===== src/rtl/dram_mux_pkg.sv =====
package dram_mux_pkg;
  typedef enum logic [2:0] {
    ST_IDLE,
    ST_ROW,
    ST_COL,
    ST_REF,
    ST_PRE
  } phase_e;
endpackage


===== src/rtl/dram_refresh_sched.sv =====
module dram_refresh_sched #(
  parameter int ROW_W    = 10,
  parameter int TICK_CYC = 240,
  parameter int LATE_CYC = 32
) (
  input  logic             clk_i,
  input  logic             rst_ni,
  input  logic             ack_i,
  output logic             pend_o,
  output logic             urgent_o,
  output logic [ROW_W-1:0] row_o
);
  localparam int TW = $clog2(TICK_CYC + 1);
  localparam int LW = $clog2(LATE_CYC + 1);

  logic [TW-1:0]    tick_q;
  logic [LW-1:0]    wait_q;
  logic [ROW_W-1:0] row_q;
  logic             pend_q;
  logic             tick;

  assign tick = (tick_q == TW'(TICK_CYC - 1));

  always_ff @(posedge clk_i or negedge rst_ni) begin
    if (!rst_ni) begin
      tick_q <= '0;
      pend_q <= 1'b0;
      wait_q <= '0;
      row_q  <= '0;
    end else begin
      tick_q <= tick ? '0 : tick_q + 1'b1;
      if (tick)       pend_q <= 1'b1;
      else if (ack_i) pend_q <= 1'b0;
      // lateness counter saturates at the limit
      if (ack_i || !pend_q)             wait_q <= '0;
      else if (wait_q != LW'(LATE_CYC)) wait_q <= wait_q + 1'b1;
      if (ack_i) row_q <= row_q + 1'b1;
    end
  end

  assign pend_o   = pend_q;
  assign urgent_o = pend_q && (wait_q == LW'(LATE_CYC));
  assign row_o    = row_q;
endmodule


===== src/rtl/dram_access_fsm.sv =====
module dram_access_fsm
  import dram_mux_pkg::*;
#(
  parameter int ROW_W      = 10,
  parameter int STROBE_CYC = 2,
  parameter int PRE_CYC    = 2
) (
  input  logic               clk_i,
  input  logic               rst_ni,
  input  logic               req_i,
  input  logic               we_i,
  input  logic [2*ROW_W-1:0] addr_i,
  input  logic               wdata_i,
  input  logic               ref_pend_i,
  input  logic               ref_urgent_i,
  input  logic [ROW_W-1:0]   ref_row_i,
  output logic               ref_ack_o,
  output logic               ready_o,
  output logic               done_o,
  output logic               rdata_o,
  output logic [ROW_W-1:0]   dram_addr_o,
  output logic               ras_no,
  output logic               cas_no,
  output logic               we_no,
  output logic               din_o,
  input  logic               dout_i
);
  localparam int ADDR_W = 2 * ROW_W;
  localparam int MAXC   = (STROBE_CYC > PRE_CYC) ? STROBE_CYC : PRE_CYC;
  localparam int CW     = $clog2(MAXC + 1);

  phase_e            st_q, st_d;
  logic [CW-1:0]     cnt_q;
  logic [ADDR_W-1:0] addr_q;
  logic              wr_q, wd_q, done_q, rd_q;
  logic              last, hold_ref, take_ref, accept, col_end;

  assign hold_ref  = ref_pend_i && ref_urgent_i;
  assign ready_o   = (st_q == ST_IDLE) && !hold_ref;
  // host wins a tie unless the refresh is overdue
  assign take_ref  = (st_q == ST_IDLE) && ref_pend_i && (ref_urgent_i || !req_i);
  assign accept    = ready_o && req_i;
  assign ref_ack_o = take_ref;
  assign last      = (st_q == ST_PRE) ? (cnt_q == CW'(PRE_CYC - 1))
                                      : (cnt_q == CW'(STROBE_CYC - 1));
  assign col_end   = (st_q == ST_COL) && last;

  always_comb begin
    st_d = st_q;
    case (st_q)
      ST_IDLE: begin
        if (take_ref)    st_d = ST_REF;
        else if (accept) st_d = ST_ROW;
      end
      ST_ROW:  if (last) st_d = ST_COL;
      ST_COL:  if (last) st_d = ST_PRE;
      ST_REF:  if (last) st_d = ST_PRE;
      ST_PRE:  if (last) st_d = ST_IDLE;
      default: st_d = ST_IDLE;
    endcase
  end

  always_ff @(posedge clk_i or negedge rst_ni) begin
    if (!rst_ni) begin
      st_q   <= ST_IDLE;
      cnt_q  <= '0;
      addr_q <= '0;
      wr_q   <= 1'b0;
      wd_q   <= 1'b0;
      done_q <= 1'b0;
      rd_q   <= 1'b0;
    end else begin
      st_q  <= st_d;
      cnt_q <= (st_d != st_q) ? '0 : cnt_q + 1'b1;
      if (accept) begin
        addr_q <= addr_i;
        wr_q   <= we_i;
        wd_q   <= wdata_i;
      end else if (take_ref) begin
        addr_q[ADDR_W-1:ROW_W] <= ref_row_i;
      end
      done_q <= col_end;
      if (col_end && !wr_q) rd_q <= dout_i;
    end
  end

  assign ras_no      = !((st_q == ST_ROW) || (st_q == ST_REF));
  assign cas_no      = (st_q != ST_COL);
  assign we_no       = !((st_q == ST_COL) && wr_q);
  assign din_o       = wd_q;
  assign dram_addr_o = (st_q == ST_COL) ? addr_q[ROW_W-1:0] : addr_q[ADDR_W-1:ROW_W];
  assign done_o      = done_q;
  assign rdata_o     = rd_q;
endmodule


===== src/rtl/dram_mux_ctrl.sv =====
module dram_mux_ctrl #(
  parameter int ROW_W      = 10,
  parameter int STROBE_CYC = 2,
  parameter int PRE_CYC    = 2,
  parameter int REF_TICK   = 240,
  parameter int REF_LATE   = 32
) (
  input  logic                 clk_i,
  input  logic                 rst_ni,
  input  logic                 req_i,
  input  logic                 we_i,
  input  logic [2*ROW_W-1:0]   addr_i,
  input  logic                 wdata_i,
  output logic                 ready_o,
  output logic                 done_o,
  output logic                 rdata_o,
  output logic [ROW_W-1:0]     dram_addr_o,
  output logic                 ras_no,
  output logic                 cas_no,
  output logic                 we_no,
  output logic                 din_o,
  input  logic                 dout_i
);
  logic             ref_pend, ref_urgent, ref_ack;
  logic [ROW_W-1:0] ref_row;

  dram_refresh_sched #(
    .ROW_W   (ROW_W),
    .TICK_CYC(REF_TICK),
    .LATE_CYC(REF_LATE)
  ) u_sched (
    .clk_i   (clk_i),
    .rst_ni  (rst_ni),
    .ack_i   (ref_ack),
    .pend_o  (ref_pend),
    .urgent_o(ref_urgent),
    .row_o   (ref_row)
  );

  dram_access_fsm #(
    .ROW_W     (ROW_W),
    .STROBE_CYC(STROBE_CYC),
    .PRE_CYC   (PRE_CYC)
  ) u_fsm (
    .clk_i       (clk_i),
    .rst_ni      (rst_ni),
    .req_i       (req_i),
    .we_i        (we_i),
    .addr_i      (addr_i),
    .wdata_i     (wdata_i),
    .ref_pend_i  (ref_pend),
    .ref_urgent_i(ref_urgent),
    .ref_row_i   (ref_row),
    .ref_ack_o   (ref_ack),
    .ready_o     (ready_o),
    .done_o      (done_o),
    .rdata_o     (rdata_o),
    .dram_addr_o (dram_addr_o),
    .ras_no      (ras_no),
    .cas_no      (cas_no),
    .we_no       (we_no),
    .din_o       (din_o),
    .dout_i      (dout_i)
  );
endmodule


===== config.mk =====
export PLATFORM = sky130hd
export DESIGN_NAME = dram_mux_ctrl
export DESIGN_NICKNAME = d
export VERILOG_FILES = /design/src/rtl/dram_mux_pkg.sv /design/src/rtl/dram_refresh_sched.sv /design/src/rtl/dram_access_fsm.sv /design/src/rtl/dram_mux_ctrl.sv
export SDC_FILE = /design/constraint.sdc
export NUM_CORES = 1
export LEC_CHECK = 0
export BUFFER_PORTS_ARGS = -buffer_cell sky130_fd_sc_hd__buf_2
export CAP_MARGIN = 15
export CORE_ASPECT_RATIO = 0.8
export CORE_MARGIN = 10
export CORE_UTILIZATION = 46
export CTS_BUF_LIST = sky130_fd_sc_hd__clkbuf_16
export DETAILED_ROUTE_END_ITERATION = 6
export PLACE_DENSITY_LB_ADDON = 0.2
export REMOVE_ABC_BUFFERS = 1
export SYNTH_ARGS = -nofsm -noshare
export SYNTH_HDL_FRONTEND = slang
export SYNTH_SLANG_ARGS = --single-unit

===== constraint.sdc =====
create_clock -name clk_i -period 3.5 [get_ports clk_i]
set_input_delay 0.175 -clock clk_i [delete_from_list [all_inputs] [get_ports clk_i]]
set_output_delay 0.175 -clock clk_i [all_outputs]
set_load 0.1 [all_outputs]

==> metrics <==
run status finished, final reports clean; Max H-tree Level 2; Worst EP arrival roughly 2.5 ns; top flip-flop cell by instance count after synthesis dfrtp_1; Seq/Total Area, Yosys 53.2%; Routed met3 length a little over 300 um; Final min period approximately 2.7 ns; synthesized instance count 250; worst vdd rail ir drop about 0.33 mV; final antenna-violating net count 0; maximum cell stage delay along the critical path between 0.9 and 1 ns; Die Span Y ~86 um; share of synthesized flip-flops with an asynchronous set or reset 100%; most frequent cells in the layout nand2_1, dfrtp_1, buf_2; number of nets in the layout about 330; most frequent standard cell in the layout excluding fill and tap cells nand2_1; crit path capture type output pin; DP Wirelength approximately 3700 um; endpoint of the most critical register-to-register path u_fsm.rdata_o; total placed instance area 0.00281 mm^2; total via count in the routed design 1867; count of inserted antenna diode cells 0; residual overflow from global routing 0; startpoint types flop; Worst path slowest cell nor3b_2; Final period util 75.9%; initial antenna violation count 0; worst slew margin relative to its limit approximately 24%; unrepaired setup endpoints after global routing no; power density normalized to cell area roughly 960 mW/mm^2; overall track demand over capacity in global routing around 12%; sum of routed wire segments on met1 approximately 2600 um; Pre-Repair DR Iteration Count 6; area delta synth->final 16.8%; slew at the pin closest to its max-slew limit between 1 and 1.5 ns; reg-to-reg setup timing slack ~1.2 ns; total routed wirelength approximately 5300 um; final instance area ~0.0030 mm^2; startpoint of the most critical register-to-register path u_fsm.st_q[1]; final sum of negative setup slack 0 ns; number of design-rule violations left by the first detailed-router iteration 70; Clock Sinks 54; largest net degree at the start of global routing 32; Filler Cells Inserted approximately 480; hold endpoint u_fsm.wr_q; number of synthesized flops with an enable pin 0; global-route wire length before repair around 9000 um; Top delay family on crit path simple AND/OR/NAND/NOR gates; highest signal layer in the routed design met4; number of library cell types mapped by synthesis 36; critical path required time between 3 and 4 ns; total leakage power about 1.4 nW; number of maximum-capacitance violations 0; critical hold path startpoint we_i; number of vias per cell roughly 5.2; Worst R2R Path Depth 4; library cell used as clock root buffer clkbuf_16; CP bufs+invs 1; CP cell instances nor3b_2 > mux2_2 > buf_2; Max clock buf depth 2; buffers inserted by post-CTS timing repair 0; Hold Fails Final Rpt 0; met2 WL post-DR between 2000 and 2500 um; horizontal die dimension approximately 100 um; type of the setup path with the least slack reg2out; cell area after synthesis ~0.0025 mm^2; Syn. warnings 0; Worst-Skew Late Latency 0.29 ns; worst-path maximum fanout 13; number of remaining DRC errors 0; upper clock frequency limit roughly 0.38 GHz; Inserted Clock Buffers 5; Site Rows 24; average instance area after synthesis 10.2 um^2; share of final-layout standard cells stronger than drive strength 1 25.1%; setup violation total in the final timing report 0; via count of the first global-routing pass between 1500 and 2000; I/O Buffers 42; clock tree from TritonCTS yes; worst hold-check path type in2reg; Final Slew Violations 0; Setup Skew around 0.0067 ns; area of the core between 0.005 and 0.006 mm^2; register bit total from synthesis 54; placer congestion estimate a little under 0.8; clock input transition at the sequential cells of the worst setup and hold paths around 0.070 ns; Boundary Pins 43; average detailed-routed wire length per instance between 10 and 15 um; area of the die a little under 0.009 mm^2; Min-Delay Path Depth 3; initial standard-cell utilization of the core 47.0%
-- repair_timing --
action / CTS / global route
hold buffers: 1 / 0
hold endpoints to repair: 23 / 0
endpoints found under the setup margin: 0 / 0
resized for setup: 0 / 0
-- final cells by class --
type                            count  area (um^2)  share of cell area (%)
Tap cell                           65         81.3                    2.74
Sequential cell                    54         1350                    45.5
Multi-Input combinational cell    178         1110                    37.4
Clock inverter                      3         20.0                   0.675
Clock buffer                        5          125                    4.22
Inverter                            8         30.0                    1.01
Timing Repair Buffer               47          250                    8.43
-- cells by family (layout without fill, tap and decap cells) --
family | count (synthesis) | after routing | share of synthesized area (%)
flip-flops | 54 | 54 | 53.2
buffers and inverters | 18 | 63 | 3.30
XOR/XNOR | 16 | 16 | 5.52
multiplexers | 14 | 14 | 6.11
adder cells (fa/ha/maj) | 5 | 5 | 2.46
AO/OA/AOI/OAI | 39 | 39 | 10.0
AND/OR/NAND/NOR | 104 | 104 | 19.4
-- worst max path at each step --
stage                 startpoint              to  slack (ns)  cells past startpoint
6_report           u_fsm.st_q[1]  dram_addr_o[0]        0.84                      3
5_1_grt            u_fsm.st_q[1]  dram_addr_o[0]        0.68                      3
4_1_cts            u_fsm.st_q[1]  dram_addr_o[0]        0.85                      3
3_5_place_dp       u_fsm.st_q[1]  dram_addr_o[0]        1.17                      3
3_3_place_gp       u_fsm.st_q[1]  dram_addr_o[2]        1.24                      3
2_1_floorplan  u_sched.wait_q[0]         ready_o        1.01                      5
-- registers in the layout, indices dropped and copies added (netlist names), 2 cells and up --
name            cells
u_fsm.cnt_q         2
u_sched.wait_q      6
u_fsm.st_q          3
u_fsm.addr_q       20
u_sched.tick_q      8
u_sched.row_o      10
-- per-stage QoR --
step	std cells	utilization, %	hold slack (ns)	setup slack, ns	total power, mW
detailed placement	351	52.0	0.177	1.17	2.38
CTS	360	54.9	0.0614	0.848	2.88
global placement	351	52.0	0.186	1.24	2.37
global route	360	54.9	0.0739	0.682	3.00
finish	360	54.9	0.0654	0.842	2.85
floorplan	240	-	-0.121	1.01	2.10
-- synthesized netlist by cell type (2+ instances only) --
| master | instances | area share [%] |
|---|---|---|
| dfrtp_1 | 54 | 53 |
| a211o_1 | 2 | 0.69 |
| nor2b_1 | 3 | 0.74 |
| nor2_1 | 11 | 1.6 |
| or3_1 | 2 | 0.49 |
| nand3_1 | 10 | 2.0 |
| mux2i_1 | 2 | 0.79 |
| inv_1 | 8 | 1.2 |
| xor2_1 | 13 | 4.5 |
| o22ai_1 | 2 | 0.49 |
| ha_1 | 5 | 2.5 |
| nor4b_2 | 2 | 1.2 |
| and3_1 | 3 | 0.74 |
| a22oi_1 | 10 | 3.0 |
| nand2_1 | 58 | 8.6 |
| nor3_1 | 5 | 0.99 |
| and2_1 | 2 | 0.49 |
| xnor2_1 | 3 | 1.0 |
| o21ai_0 | 18 | 3.5 |
| nor4_1 | 3 | 0.74 |
| buf_6 | 2 | 0.89 |
| mux2_2 | 12 | 5.3 |
| clkbuf_1 | 7 | 1.0 |
-- worst reg2reg max path, delay by kind of cell, from the launching register on --
kind / cells / cell delay [ns]
simple gates: 3 / 1.37
flops: 1 / 0.48
mux: 1 / 0.34
-- power breakdown --
part           switching, mW  leakage [nW]  internal (mW)
clock network          0.227        0.0679          0.266
logic                   1.16         0.656          0.316
registers             0.0974         0.683          0.785
total                   1.48          1.41           1.37
-- metal layers --
metal  vias up  global-route usage (%)
li1        939                       -
met1       892                    15.9
met2        31                    19.4
met3         5                    3.34
met4         0                    4.16
met5         -                       0
No activity file was read; power rests on OpenSTA's default activity.
